$ cat config.mk
export PLATFORM = sky130hd
export DESIGN_NAME = slowreg_rtc
export DESIGN_NICKNAME = d
export VERILOG_FILES = /design/src/rtl/srtc_pkg.sv /design/src/rtl/srtc_commit_slot.sv /design/src/rtl/srtc_timebase.sv /design/src/rtl/srtc_irq.sv /design/src/rtl/slowreg_rtc.sv
export SDC_FILE = /design/constraint.sdc
export NUM_CORES = 1
export LEC_CHECK = 0
export ABC_AREA = 1
export BUFFER_PORTS_ARGS = -buffer_cell sky130_fd_sc_hd__buf_2
export CAP_MARGIN = 20
export CORE_ASPECT_RATIO = 0.8
export CORE_MARGIN = 3
export CORE_UTILIZATION = 40
export DETAILED_ROUTE_END_ITERATION = 10
export GPL_ROUTABILITY_DRIVEN = 1
export GPL_TIMING_DRIVEN = 0
export PLACE_DENSITY = 0.65
export SYNTH_ARGS = -nofsm -noshare
export SYNTH_HDL_FRONTEND = slang
export SYNTH_SLANG_ARGS = --single-unit
$ cat constraint.sdc
create_clock -name clk -period 2.14 [get_ports clk]
set_input_delay 0.321 -clock clk [delete_from_list [all_inputs] [get_ports clk]]
set_output_delay 0.321 -clock clk [all_outputs]
set_load 0.02 [all_outputs]
$ cat src/rtl/srtc_pkg.sv
package srtc_pkg;
   localparam int NSLOT = 7;
   // slot order is the status bit order (bits 4..10)
   typedef enum logic [2:0] {
      SL_SUBCNT = 3'd0,
      SL_SECCNT = 3'd1,
      SL_SUBALM = 3'd2,
      SL_SECALM = 3'd3,
      SL_CTRL   = 3'd4,
      SL_CLRSUB = 3'd5,
      SL_CLRSEC = 3'd6
   } slot_e;
   // word index of each address
   localparam logic [2:0] WI_STATUS = 3'd5;
   localparam logic [2:0] WI_CLEAR  = 3'd6;
endpackage

$ cat src/rtl/srtc_commit_slot.sv
module srtc_commit_slot #(
   parameter int DW            = 32,
   parameter int COMMIT_CYCLES = 4
) (
   input  logic          clk,
   input  logic          rst_n,
   input  logic          start_i,
   input  logic [DW-1:0] data_i,
   output logic          busy_o,
   output logic          overlap_o,
   output logic          commit_o,
   output logic [DW-1:0] data_o
);
   localparam int CW = $clog2(COMMIT_CYCLES + 1);

   if (COMMIT_CYCLES < 1) begin : g_bad_delay
      $error("COMMIT_CYCLES must be at least 1");
   end

   logic [CW-1:0] cnt_q;

   assign overlap_o = start_i && busy_o;
   assign commit_o  = busy_o && (cnt_q == CW'(1));

   always_ff @(posedge clk or negedge rst_n) begin
      if (!rst_n) begin
         busy_o <= 1'b0;
         cnt_q  <= '0;
         data_o <= '0;
      end else if (start_i && !busy_o) begin
         busy_o <= 1'b1;
         cnt_q  <= CW'(COMMIT_CYCLES);
         data_o <= data_i;
      end else if (busy_o) begin
         if (cnt_q == CW'(1)) busy_o <= 1'b0;
         cnt_q <= cnt_q - CW'(1);
      end
   end

   assert_busy_from_start_R3 : assert property (@(posedge clk) disable iff (!rst_n)
      $rose(busy_o) |-> $past(start_i));
   assert_commit_ends_busy_R3 : assert property (@(posedge clk) disable iff (!rst_n)
      commit_o |=> !busy_o);
endmodule

$ cat src/rtl/srtc_timebase.sv
module srtc_timebase #(
   parameter int SUB_MOD = 32768,
   parameter int SEC_W   = 32,
   localparam int SUB_W  = $clog2(SUB_MOD)
) (
   input  logic             clk,
   input  logic             rst_n,
   input  logic             tick_i,
   input  logic             en_sub_i,
   input  logic             en_sec_i,
   input  logic             ld_sub_i,
   input  logic [SUB_W-1:0] ld_sub_val_i,
   input  logic             ld_sec_i,
   input  logic [SEC_W-1:0] ld_sec_val_i,
   input  logic [SUB_W-1:0] alm_sub_i,
   input  logic [SEC_W-1:0] alm_sec_i,
   output logic [SUB_W-1:0] sub_o,
   output logic [SEC_W-1:0] sec_o,
   output logic             sub_hit_o,
   output logic             sec_hit_o
);
   if (SUB_MOD < 2 || (SUB_MOD & (SUB_MOD - 1)) != 0) begin : g_bad_mod
      $error("SUB_MOD must be a power of two of at least 2");
   end
   if (SEC_W < 1 || SEC_W > 32) begin : g_bad_sec
      $error("SEC_W must lie in 1..32");
   end

   logic             sub_step, wrap, sec_step;
   logic [SUB_W-1:0] sub_nxt;
   logic [SEC_W-1:0] sec_nxt;

   assign sub_step  = tick_i && en_sub_i && !ld_sub_i;
   assign wrap      = sub_step && (sub_o == SUB_W'(SUB_MOD - 1));
   assign sub_nxt   = wrap ? '0 : sub_o + SUB_W'(1);
   assign sec_step  = wrap && en_sec_i && !ld_sec_i;
   assign sec_nxt   = sec_o + SEC_W'(1);
   assign sub_hit_o = sub_step && (sub_nxt == alm_sub_i);
   assign sec_hit_o = sec_step && (sec_nxt == alm_sec_i);

   always_ff @(posedge clk or negedge rst_n) begin
      if (!rst_n) begin
         sub_o <= '0;
         sec_o <= '0;
      end else begin
         if (ld_sub_i)      sub_o <= ld_sub_val_i;
         else if (sub_step) sub_o <= sub_nxt;
         if (ld_sec_i)      sec_o <= ld_sec_val_i;
         else if (sec_step) sec_o <= sec_nxt;
      end
   end

   assert_sub_holds_R6 : assert property (@(posedge clk) disable iff (!rst_n)
      (!en_sub_i && !ld_sub_i) |=> $stable(sub_o));
   assert_sec_holds_R7 : assert property (@(posedge clk) disable iff (!rst_n)
      (!en_sec_i && !ld_sec_i) |=> $stable(sec_o));
   assert_carry_R7 : assert property (@(posedge clk) disable iff (!rst_n)
      (wrap && en_sec_i && !ld_sec_i) |=> (sec_o == $past(sec_o) + SEC_W'(1)));
endmodule

$ cat src/rtl/srtc_irq.sv
module srtc_irq (
   input  logic       clk,
   input  logic       rst_n,
   input  logic [1:0] hit_i,
   input  logic [1:0] clr_i,
   input  logic [1:0] ie_i,
   output logic [1:0] pend_o,
   output logic       irq_o
);
   always_ff @(posedge clk or negedge rst_n) begin
      if (!rst_n) pend_o <= '0;
      else        pend_o <= (pend_o & ~clr_i) | hit_i;
   end

   assign irq_o = |(pend_o & ie_i);

   assert_hit_sets_pend_R8 : assert property (@(posedge clk) disable iff (!rst_n)
      hit_i[0] |=> pend_o[0]);
   assert_clear_drops_pend_R10 : assert property (@(posedge clk) disable iff (!rst_n)
      (clr_i[1] && !hit_i[1]) |=> !pend_o[1]);
endmodule

$ cat src/rtl/slowreg_rtc.sv
module slowreg_rtc
   import srtc_pkg::*;
#(
   parameter int ADDR_W        = 5,
   parameter int SUB_MOD       = 32768,
   parameter int SEC_W         = 32,
   parameter int COMMIT_CYCLES = 4
) (
   input  logic              clk,
   input  logic              rst_n,
   input  logic              tick_i,
   input  logic              sel_i,
   input  logic              en_i,
   input  logic              wr_i,
   input  logic [ADDR_W-1:0] addr_i,
   input  logic [31:0]       wdata_i,
   output logic [31:0]       rdata_o,
   output logic              irq_o
);
   localparam int SUB_W = $clog2(SUB_MOD);

   if (ADDR_W < 5) begin : g_bad_addr
      $error("ADDR_W must be at least 5");
   end

   logic                  wr_acc, stat_wr, in_map;
   logic [2:0]            widx;
   logic [NSLOT-1:0]      start, busy, ovl, commit;
   logic [31:0]           sdata [NSLOT];
   logic [SUB_W-1:0]      alm_sub_q, sub_cnt;
   logic [SEC_W-1:0]      alm_sec_q, sec_cnt;
   logic [3:0]            ctrl_q;
   logic                  err_q;
   logic                  sub_hit, sec_hit;
   logic [1:0]            pend;

   assign wr_acc  = sel_i && en_i && wr_i;
   assign widx    = addr_i[4:2];
   assign in_map  = (addr_i[1:0] == 2'b00) && (ADDR_W == 5 || addr_i >= 0) &&
                    (addr_i >> 5) == '0;
   assign stat_wr = wr_acc && in_map && (widx == WI_STATUS);

   for (genvar i = 0; i < NSLOT; i++) begin : g_slot
      if (i < 5) begin : g_reg
         assign start[i] = wr_acc && in_map && (widx == 3'(i));
      end else begin : g_clr
         assign start[i] = wr_acc && in_map && (widx == WI_CLEAR) && wdata_i[i-5];
      end
      srtc_commit_slot #(.DW(32), .COMMIT_CYCLES(COMMIT_CYCLES)) u_slot (
         .clk(clk), .rst_n(rst_n), .start_i(start[i]), .data_i(wdata_i),
         .busy_o(busy[i]), .overlap_o(ovl[i]), .commit_o(commit[i]), .data_o(sdata[i]));
   end

   always_ff @(posedge clk or negedge rst_n) begin
      if (!rst_n) begin
         alm_sub_q <= '0;
         alm_sec_q <= '0;
         ctrl_q    <= '0;
         err_q     <= 1'b0;
      end else begin
         if (commit[SL_SUBALM]) alm_sub_q <= sdata[SL_SUBALM][SUB_W-1:0];
         if (commit[SL_SECALM]) alm_sec_q <= sdata[SL_SECALM][SEC_W-1:0];
         if (commit[SL_CTRL])   ctrl_q    <= sdata[SL_CTRL][3:0];
         if (stat_wr)           err_q     <= 1'b0;
         else if (|ovl)         err_q     <= 1'b1;
      end
   end

   srtc_timebase #(.SUB_MOD(SUB_MOD), .SEC_W(SEC_W)) u_tb (
      .clk(clk), .rst_n(rst_n), .tick_i(tick_i),
      .en_sub_i(ctrl_q[0]), .en_sec_i(ctrl_q[1]),
      .ld_sub_i(commit[SL_SUBCNT]), .ld_sub_val_i(sdata[SL_SUBCNT][SUB_W-1:0]),
      .ld_sec_i(commit[SL_SECCNT]), .ld_sec_val_i(sdata[SL_SECCNT][SEC_W-1:0]),
      .alm_sub_i(alm_sub_q), .alm_sec_i(alm_sec_q),
      .sub_o(sub_cnt), .sec_o(sec_cnt), .sub_hit_o(sub_hit), .sec_hit_o(sec_hit));

   srtc_irq u_irq (
      .clk(clk), .rst_n(rst_n), .hit_i({sec_hit, sub_hit}),
      .clr_i({commit[SL_CLRSEC], commit[SL_CLRSUB]}),
      .ie_i(ctrl_q[3:2]), .pend_o(pend), .irq_o(irq_o));

   always_comb begin
      rdata_o = '0;
      if (in_map) begin
         unique case (widx)
            3'd0:      rdata_o = 32'(sub_cnt);
            3'd1:      rdata_o = 32'(sec_cnt);
            3'd2:      rdata_o = 32'(alm_sub_q);
            3'd3:      rdata_o = 32'(alm_sec_q);
            3'd4:      rdata_o = 32'(ctrl_q);
            WI_STATUS: rdata_o = {21'd0, busy, |busy, err_q, pend};
            default:   rdata_o = '0;
         endcase
      end
   end

   assert_overlap_sets_err_R4 : assert property (@(posedge clk) disable iff (!rst_n)
      (|ovl && !stat_wr) |=> err_q);
   assert_status_write_clears_R5 : assert property (@(posedge clk) disable iff (!rst_n)
      stat_wr |=> !err_q);
   assert_irq_needs_pend_R9 : assert property (@(posedge clk) disable iff (!rst_n)
      irq_o |-> (|pend));
endmodule

==> results of run 1 <==
cells by family after synthesis:
| logic type | synth area share (%) |
|---|---|
| xor gates and xnor gates | 1.37 |
| DFF | 48.0 |
| buffers and inverters | 7.14 |
| AOI/OAI and AO/OA | 14.2 |
| adders and majority gates | 1.69 |
| muxes | 1.33 |
| and+or+nand+nor | 26.4 |
tightest hold or removal path, delay by kind of cell:
family | cells | cell delay (ns)
buf+inv | 2 | 0.14
compound gates | 1 | 0.06
per-layer routing:
layer  GRT usage [%]  vias up  wire [µm]
met2            35.1      444      16600
met4            4.41        0        665
met3            5.44       49       4220
met1            39.2     5321      18400
met5               0        -          0
li1                -     5283          -
through the flow:
step	power [µW]	cells
finish	16900	2057
detailed placement	11400	1970
global route	18000	2057
global placement	11300	1968
CTS	16200	2037
floorplan	9820	1523
state kept, by name, summed over array words and instances, names as in the netlist:
signal                count
err_q                     1
alm_sec_q                32
g_slot.u_slot.data_o     98
alm_sub_q                15
g_slot.u_slot.busy_o      7
g_slot.u_slot.cnt_q      21
u_tb.sec_o               32
u_irq.pend_o              2
ctrl_q                    4
u_tb.sub_o               15
Yosys cell counts (all sizes together):
| cell type | instances | share of area, % |
|---|---|---|
| inv | 166 | 5.3 |
| xnor2 | 6 | 0.44 |
| a21oi | 39 | 1.6 |
| clkbuf | 34 | 1.1 |
| nand3 | 92 | 4.0 |
| a22oi | 22 | 1.4 |
| xnor3 | 1 | 0.19 |
| ha | 16 | 1.7 |
| a31oi | 3 | 0.16 |
| nor2 | 133 | 4.9 |
| o221ai | 10 | 0.74 |
| o21bai | 4 | 0.25 |
| nand2 | 503 | 16 |
| nand4 | 6 | 0.32 |
| xor2 | 10 | 0.74 |
| and3 | 1 | 0.053 |
| clkinv | 1 | 0.032 |
| o41ai | 1 | 0.074 |
| o21ai | 126 | 5.4 |
| buf | 18 | 0.76 |
| mux2 | 14 | 1.3 |
| a21boi | 4 | 0.25 |
| a41oi | 1 | 0.074 |
| o211ai | 36 | 2.3 |
| nand3b | 8 | 0.51 |
| and2 | 1 | 0.053 |
| dfrtp | 227 | 48 |
| a221oi | 11 | 0.81 |
| or2 | 1 | 0.053 |
| o22ai | 21 | 1.1 |
| nor3 | 7 | 0.38 |
how the worst min path moves through the flow:
stage	from	endpoint	slack, ns	depth (start not counted)
final	wdata_i[17]	g_slot[1].u_slot.data_o[17]$_DFFE_PN0P_	0.05	3
after CTS	wdata_i[17]	g_slot[1].u_slot.data_o[17]$_DFFE_PN0P_	0.03	3
after floorplan	rst_n	alm_sec_q[0]$_DFFE_PN0P_	0.03	0
after global placement	g_slot[2].u_slot.data_o[3]$_DFFE_PN0P_	alm_sub_q[3]$_DFFE_PN0P_	0.46	2
after global routing	wdata_i[28]	g_slot[3].u_slot.data_o[28]$_DFFE_PN0P_	0.06	3
after detailed placement	rst_n	g_slot[5].u_slot.cnt_q[1]$_DFFE_PN0P_	0.14	1
final cells by class:
type	count	area share, %
Buffer	51	1.76
Inverter	167	4.45
Clock buffer	35	5.12
Antenna cell	1	0.0172
Multi-Input combinational cell	1077	39.8
Clock inverter	7	0.681
Timing Repair Buffer	122	5.74
Tap cell	370	3.19
Sequential cell	227	39.2
report_power, final:
group	internal, µW	switching [µW]	leakage [µW]
combinational	2270	3960	0.00374
sequential	5240	999	0.00293
clock	2650	1800	0.000413
what timing repair did:
item,in CTS,in global routing
gates resized for setup,67,101
hold buffers,1,0
setup endpoints to repair,93,72
hold endpoints to repair,52,0
buffers inserted,25,20
pin swaps,16,37
cloned,0,0
==> flow_summary.ini, run 1 <==
[final_layout]
stdcell_area_um2 = 14500
nets = 1730
multi_input_area_um2 = 5780
drive_gt1_share_pct = 19.2
nFillCells = 2682
final_cell_mix = nand2_1 (483), dfrtp_1 (215), inv_1 (152)
final_common_cell = nand2_1
seqCellArea_um2 = 5700
area_growth_pct = 22.5
post-route-util_pct = 50.6

[timing]
drv_slew = 0
fin_ws_ns = -0.0404
skew_ns = 0.0119
finalSetupViolations = 3
slew_headroom_pct = 54.1
fmax_mhz = 459
post-route-min-period_ns = 2.18
setup_tns_ns = -0.0633
hold_violations = 0
grt_setup_unrepaired = yes
tightestPinTransition_ns = 0.689
final.period_utilization_pct = 102
hold_ws_ns = 0.0498

[power_and_ir_drop]
power_leakage_uw = 0.00708
ir_drop_uv = 681
power.density_nw_per_um2 = 1170

[place]
placed_area_um2 = 12700
io_buffers = 75
place_congestion = 0.956
dp_slack_ns = -0.622
dpl.hpwl_um = 28900

[status]
status = finished, violations left
violations = setup timing

[setup_path]
r2r_end = u_irq.pend_o[1]$_DFF_PN0_
path_max_fanout = 9
worstSetupPathType = flop to output pin
cp-start-kind = flop
arrival_ns = 1.86
slowest_delay_ns = 0.52
critPathBufInv = 1
critical_path.startpoint = g_slot[6].u_slot.busy_o$_DFF_PN0_
endpoint = rdata_o[3]
path_depth = 3
required_ns = 1.82
cpMaxStageDelayCell = dfrtp_2
regToRegStartpoint = u_tb.sec_o[15]$_DFFE_PN0P_
r2r_setup_slack_ns = -0.01
cp-end-kind = output pin
path_cells = o41ai_4, a41oi_2, buf_4
reg2reg_depth = 14
cpLargestDelayFamily = compound AO/OA/AOI/OAI gates

[logic_synthesis]
synth_area_um2 = 11800
syn-instance-count = 1523
synth_nets = 1582
synth_cell_type_count = 45
ys_seq_area_share_pct = 48.0
ys_seq_elements = 227
ys_warn_count = 0
synth.avg_cell_area_um2 = 7.78

[drt]
ant_nets = 0
drtIter0Drc = 1344
drt-wirelength-per-cell_um = 19.4
dr_total_vias = 11100
vias_per_cell = 5.39
drtPass1Iterations = 5
drt-total-wl_um = 39800
drc = 0

[floorplan]
ios = 76
dieArea_um2 = 31700
die_w_um = 198
start_util_pct = 41.3
row_count = 55
core_area_um2 = 28700
die_height_um = 160

[clock_network]
clk_pin_slew_ns = 0.06
numCtsBuffers = 25
worst_skew_pair.late_latency_ns = 0.54
cts_tree = yes
cts_root_buffer = clkbuf_16
clock_sinks = 227
ctsLongestPathBuffers = 3
h-tree-depth = 1

[job]
maxCapViolCount = 0

[grt]
grt_pass1_vias = 10500
grt_pass1_wl_um = 61200
gr-usage-all-layers_pct = 24.8
grt_start_max_net_pins = 121
antenna_found_initial = 1
grt-ovfl-total = 0

[hold_path]
hold_class = input port to flop
Note: power is estimated with default switching activity, not from simulation.
==> run 2, diff against run 1 <==
--- a/config.mk
+++ b/config.mk
@@ -14,7 +14,6 @@
 export DETAILED_ROUTE_END_ITERATION = 10
 export GPL_ROUTABILITY_DRIVEN = 1
 export GPL_TIMING_DRIVEN = 0
-export PLACE_DENSITY = 0.65
 export SYNTH_ARGS = -nofsm -noshare
 export SYNTH_HDL_FRONTEND = slang
 export SYNTH_SLANG_ARGS = --single-unit
==> flow_summary.ini, run 2 (same netlist as run 1, synthesis figures left out) <==
[timing]
slew_headroom_pct = 41.2
hold_ws_ns = 0.0385
post-route-min-period_ns = 2.21
fmax_mhz = 453
fin_ws_ns = -0.0688
drv_slew = 0
grt_setup_unrepaired = yes
finalSetupViolations = 2
final.period_utilization_pct = 103
hold_violations = 0
tightestPinTransition_ns = 0.882
skew_ns = 0.00810

[hold_path]
hold_class = input port to flop
worstHoldEndpoint = g_slot[3].u_slot.data_o[24]$_DFFE_PN0P_
min_path_cells = 3
hold_start = wdata_i[24]

[final_layout]
reg_top3 = g_slot.u_slot.data_o x98, alm_sec_q x32, u_tb.sec_o x32
final_cell_mix = nand2_1 (490), dfrtp_1 (216), inv_1 (152)
stdcell_area_um2 = 14500
largest_reg_flops = 98
area_growth_pct = 22.2
finalNonFillerCells = 2060
final_common_cell = nand2_1
nets = 1731
largest_register = g_slot.u_slot.data_o
diodes = 0
drive_gt1_share_pct = 18.8

[power_and_ir_drop]
power.density_nw_per_um2 = 1170
ir_drop_uv = 808
p_total_uw = 16900
power_leakage_uw = 0.00708

[drt]
vias_per_cell = 5.40
drt-wirelength-per-cell_um = 19.5
dr_total_vias = 11100
drtPass1Iterations = 6
drc = 0
drt-total-wl_um = 40200
ant_nets = 0
drtIter0Drc = 1095

[grt]
top_usage_layer = met1
grt_start_max_net_pins = 119
grt_pass1_wl_um = 62000
global_route.usage.met1_pct = 40.3
grt-ovfl-total = 0
antenna_found_initial = 0
grtUsageMet3_pct = 5.91
gr-usage-all-layers_pct = 25.2
met2_usage_pct = 34.1
grt_pass1_vias = 10700

[clock_network]
clock_sinks = 227
h-tree-depth = 1
worst_skew_pair.late_latency_ns = 0.54
cts_tree = yes
ctsLongestPathBuffers = 3
numCtsBuffers = 26
clk_pin_slew_ns = 0.06
cts_root_buffer = clkbuf_16

[place]
io_buffers = 75
dp_slack_ns = -0.677
place_inst = 1969
dpl.hpwl_um = 29400
place_congestion = 0.943
placed_area_um2 = 12700

[status]
status = finished, violations left
violations = setup timing

[job]
maxCapViolCount = 0

[setup_path]
arrival_ns = 1.89
r2r_setup_slack_ns = -0.05
r2r_end = u_irq.pend_o[1]$_DFF_PN0_
regToRegStartpoint = u_tb.sec_o[12]$_DFFE_PN0P_
path_max_fanout = 10
required_ns = 1.82
cp-start-kind = input port
worstSetupPathType = input port to output pin
cp-end-kind = output pin
reg2reg_depth = 14

[floorplan]
ios = 76
die_w_um = 198
start_util_pct = 41.3
row_count = 55
dieArea_um2 = 31700
die_height_um = 160
core_area_um2 = 28700
## run 2: area by class of cell
class	instances	area [µm²]
buffer	51	264
clock buffer	29	682
clock inverter	17	203
fill	2767	14200
inverter	167	648
multi-input combinational	1077	5680
sequential	227	5690
tap	370	463
timing repair buffer	122	833
## run 2: stage by stage
step                      util [%]  TNS, ns
after floorplan                  -        0
after global placement        44.2  -793.24
after detailed placement      44.3   -30.30
after CTS                     49.1   -0.153
after global routing          50.4   -0.420
final                         50.4   -0.116
## run 2: report_power, final
group / switching, µW / internal, µW / leakage, µW
clock: 1880 / 2770 / 0.000443
combinational: 3830 / 2210 / 0.00371
sequential: 970 / 5240 / 0.00293
total: 6680 / 10200 / 0.00708
## run 2: layer usage
layer | up-vias | routed length [µm]
met1 | 5351 | 19400
met4 | 0 | 988
met2 | 428 | 16200
li1 | 5273 | -
met5 | - | 0
met3 | 67 | 3630
## run 2: what timing repair did
| action | 4_1_cts | 5_1_grt |
|---|---|---|
| hold endpoints to repair | 109 | 0 |
| pin swaps | 18 | 30 |
| hold buffers | 1 | 0 |
| resized for setup | 74 | 80 |
| cloned | 0 | 0 |
| setup buffers | 26 | 19 |
| endpoints found under the setup margin | 92 | 58 |
## run 2: worst max path at each step
stage               cells past startpoint  slack [ns]                                       to                              start
floorplan                               8        0.21                               rdata_o[3]                          addr_i[2]
global placement                        1       -3.39  g_slot[1].u_slot.data_o[12]$_DFFE_PN0P_                              rst_n
detailed placement                      8       -0.68                              rdata_o[31]                          addr_i[4]
CTS                                     5       -0.14                               rdata_o[3]  g_slot[2].u_slot.busy_o$_DFF_PN0_
global route                           15       -0.13                u_irq.pend_o[1]$_DFF_PN0_          u_tb.sec_o[0]$_DFFE_PN0P_
finish                                 10       -0.07                               rdata_o[3]                          addr_i[3]
## run 2: worst max-delay path, stage by stage
cell        delay [ns]
buf_2             0.16
nor2_1            0.10
inv_1             0.10
nor2_4            0.13
clkbuf_8          0.20
clkinvlp_4        0.19
o22ai_1           0.21
a21oi_1           0.08
a41oi_2           0.22
buf_4             0.18
==> run 3, diff against run 2 <==
--- a/config.mk
+++ b/config.mk
@@ -14,6 +14,7 @@
 export DETAILED_ROUTE_END_ITERATION = 10
 export GPL_ROUTABILITY_DRIVEN = 1
 export GPL_TIMING_DRIVEN = 0
+export REMOVE_ABC_BUFFERS = 1
 export SYNTH_ARGS = -nofsm -noshare
 export SYNTH_HDL_FRONTEND = slang
 export SYNTH_SLANG_ARGS = --single-unit
==> flow_summary.ini, run 3 (same netlist as run 1, synthesis figures left out) <==
[drt]
drt-total-wl_um = 36500
drtIter0Drc = 1005
vias_per_cell = 5.34
drtPass1Iterations = 5
drt-wirelength-per-cell_um = 18.0
drc = 0
dr_total_vias = 10800
ant_nets = 0

[clock_network]
numCtsBuffers = 25
clock_sinks = 227
clk_pin_slew_ns = 0.06
ctsLongestPathBuffers = 3
h-tree-depth = 1
cts_tree = yes
cts_root_buffer = clkbuf_16
worst_skew_pair.late_latency_ns = 0.54

[setup_path]
r2r_setup_slack_ns = -0.05
path_max_fanout = 6
worstSetupPathType = flop to output pin
endpoint = rdata_o[3]
cp-end-kind = output pin
r2r_end = u_irq.pend_o[1]$_DFF_PN0_
required_ns = 1.82
arrival_ns = 1.89
critical_path.startpoint = u_tb.sub_o[3]$_DFFE_PN0P_
cp-start-kind = flop
regToRegStartpoint = u_tb.sub_o[0]$_DFFE_PN0P_
reg2reg_depth = 13

[power_and_ir_drop]
clkPwrFrac_pct = 26.2
power.internal_uw = 10000
p_comb_share_pct = 36.2
ir_drop_uv = 694
swShare_pct = 39.6
power_leakage_uw = 0.00708
power_switching_uw = 6570
seq_power_share_pct = 37.6
power.density_nw_per_um2 = 1150

[timing]
grt_setup_unrepaired = yes
hold_violations = 0
post-route-min-period_ns = 2.21
slew_headroom_pct = 51.9
tightestPinTransition_ns = 0.721
fmax_mhz = 452
fin_ws_ns = -0.0739
hold_ws_ns = 0.0403
skew_ns = 0.0193
drv_slew = 0
final.period_utilization_pct = 103
finalSetupViolations = 3

[grt]
gr-usage-all-layers_pct = 22.5
antenna_found_initial = 0
grt_pass1_vias = 10200
grt_pass1_wl_um = 56800
grt-ovfl-total = 0
grt_start_max_net_pins = 103

[final_layout]
diodes = 0
final_common_cell = nand2_1
final_cell_mix = nand2_1 (489), dfrtp_1 (220), inv_1 (156)
stdcell_area_um2 = 14500
drive_gt1_share_pct = 18.1
largest_reg_flops = 98
largest_register = g_slot.u_slot.data_o
nets = 1700
area_growth_pct = 22.1
reg_top3 = g_slot.u_slot.data_o x98, alm_sec_q x32, u_tb.sec_o x32

[place]
io_buffers = 75
dp_slack_ns = -0.952
place_congestion = 0.911
dpl.hpwl_um = 24900
placed_area_um2 = 12800

[floorplan]
die_w_um = 198
ios = 76
die_height_um = 160
start_util_pct = 41.3
core_area_um2 = 28700
dieArea_um2 = 31700
row_count = 55

[status]
status = finished, violations left
violations = setup timing

[job]
maxCapViolCount = 0

[hold_path]
hold_class = input port to flop
==> run 3: how the worst min path moves through the flow <==
stage	start	end	slack, ns	depth (start not counted)
after floorplan	rst_n	alm_sec_q[0]$_DFFE_PN0P_	0.03	0
after global placement	g_slot[2].u_slot.data_o[11]$_DFFE_PN0P_	alm_sub_q[11]$_DFFE_PN0P_	0.46	2
after detailed placement	rst_n	u_tb.sec_o[27]$_DFFE_PN0P_	0.30	1
after CTS	wdata_i[28]	g_slot[3].u_slot.data_o[28]$_DFFE_PN0P_	0.02	3
after global routing	wdata_i[28]	g_slot[3].u_slot.data_o[28]$_DFFE_PN0P_	0.03	3
final	wdata_i[28]	g_slot[3].u_slot.data_o[28]$_DFFE_PN0P_	0.04	3
==> run 3: routing by layer <==
metal  vias to the layer above  global-route usage [%]  share of wire [%]
met4                         0                    4.98                1.8
met2                       345                    33.4                 44
met1                      5221                    34.5                 48
li1                       5211                       -                  -
met5                         -                       0                  0
met3                        51                    3.82                7.0
==> run 3: what timing repair did <==
| item | 4_1_cts | 5_1_grt |
|---|---|---|
| resized for setup | 56 | 64 |
| hold buffers | 1 | 0 |
| pin swaps | 13 | 31 |
| buffers inserted | 21 | 31 |
| gates cloned | 1 | 0 |
| endpoints found under the setup margin | 173 | 84 |
| endpoints found under the hold margin | 60 | 0 |
==> run 3: through the flow <==
step | TNS (ns) | power [µW] | utilization (%) | instances
3_5_place_dp | -119.97 | 11400 | 44.5 | 1930
2_1_floorplan | -65.24 | 9800 | - | 1471
4_1_cts | -0.119 | 16100 | 48.7 | 1996
3_3_place_gp | -1159.96 | 11200 | 43.4 | 1916
6_report | -0.134 | 16600 | 50.4 | 2027
5_1_grt | -0.412 | 17700 | 50.4 | 2027
==> run 3: power by group through the flow <==
stage	registers (µW)	logic, µW	clock network [µW]
after global routing	6350	6740	4610
after CTS	6170	5550	4430
after floorplan	5920	3880	0
after global placement	6210	4970	0
after detailed placement	6230	5160	0
final	6240	5990	4340
==> run 3: area by class of cell <==
cell class	count	area (µm²)
multi-input combinational	1077	5750
clock inverter	12	128
clock buffer	31	688
tap	370	463
sequential	227	5690
inverter	167	651
timing repair inverter	1	6.26
timing repair buffer	142	1090
fill	2752	14200
==> run 3: worst max-delay path, stage by stage, from the launching register on <==
cell and delay (ns):
dfrtp_1 0.39, inv_1 0.28, o22ai_2 0.17, a21oi_1 0.18, a41oi_2 0.15, buf_4 0.19
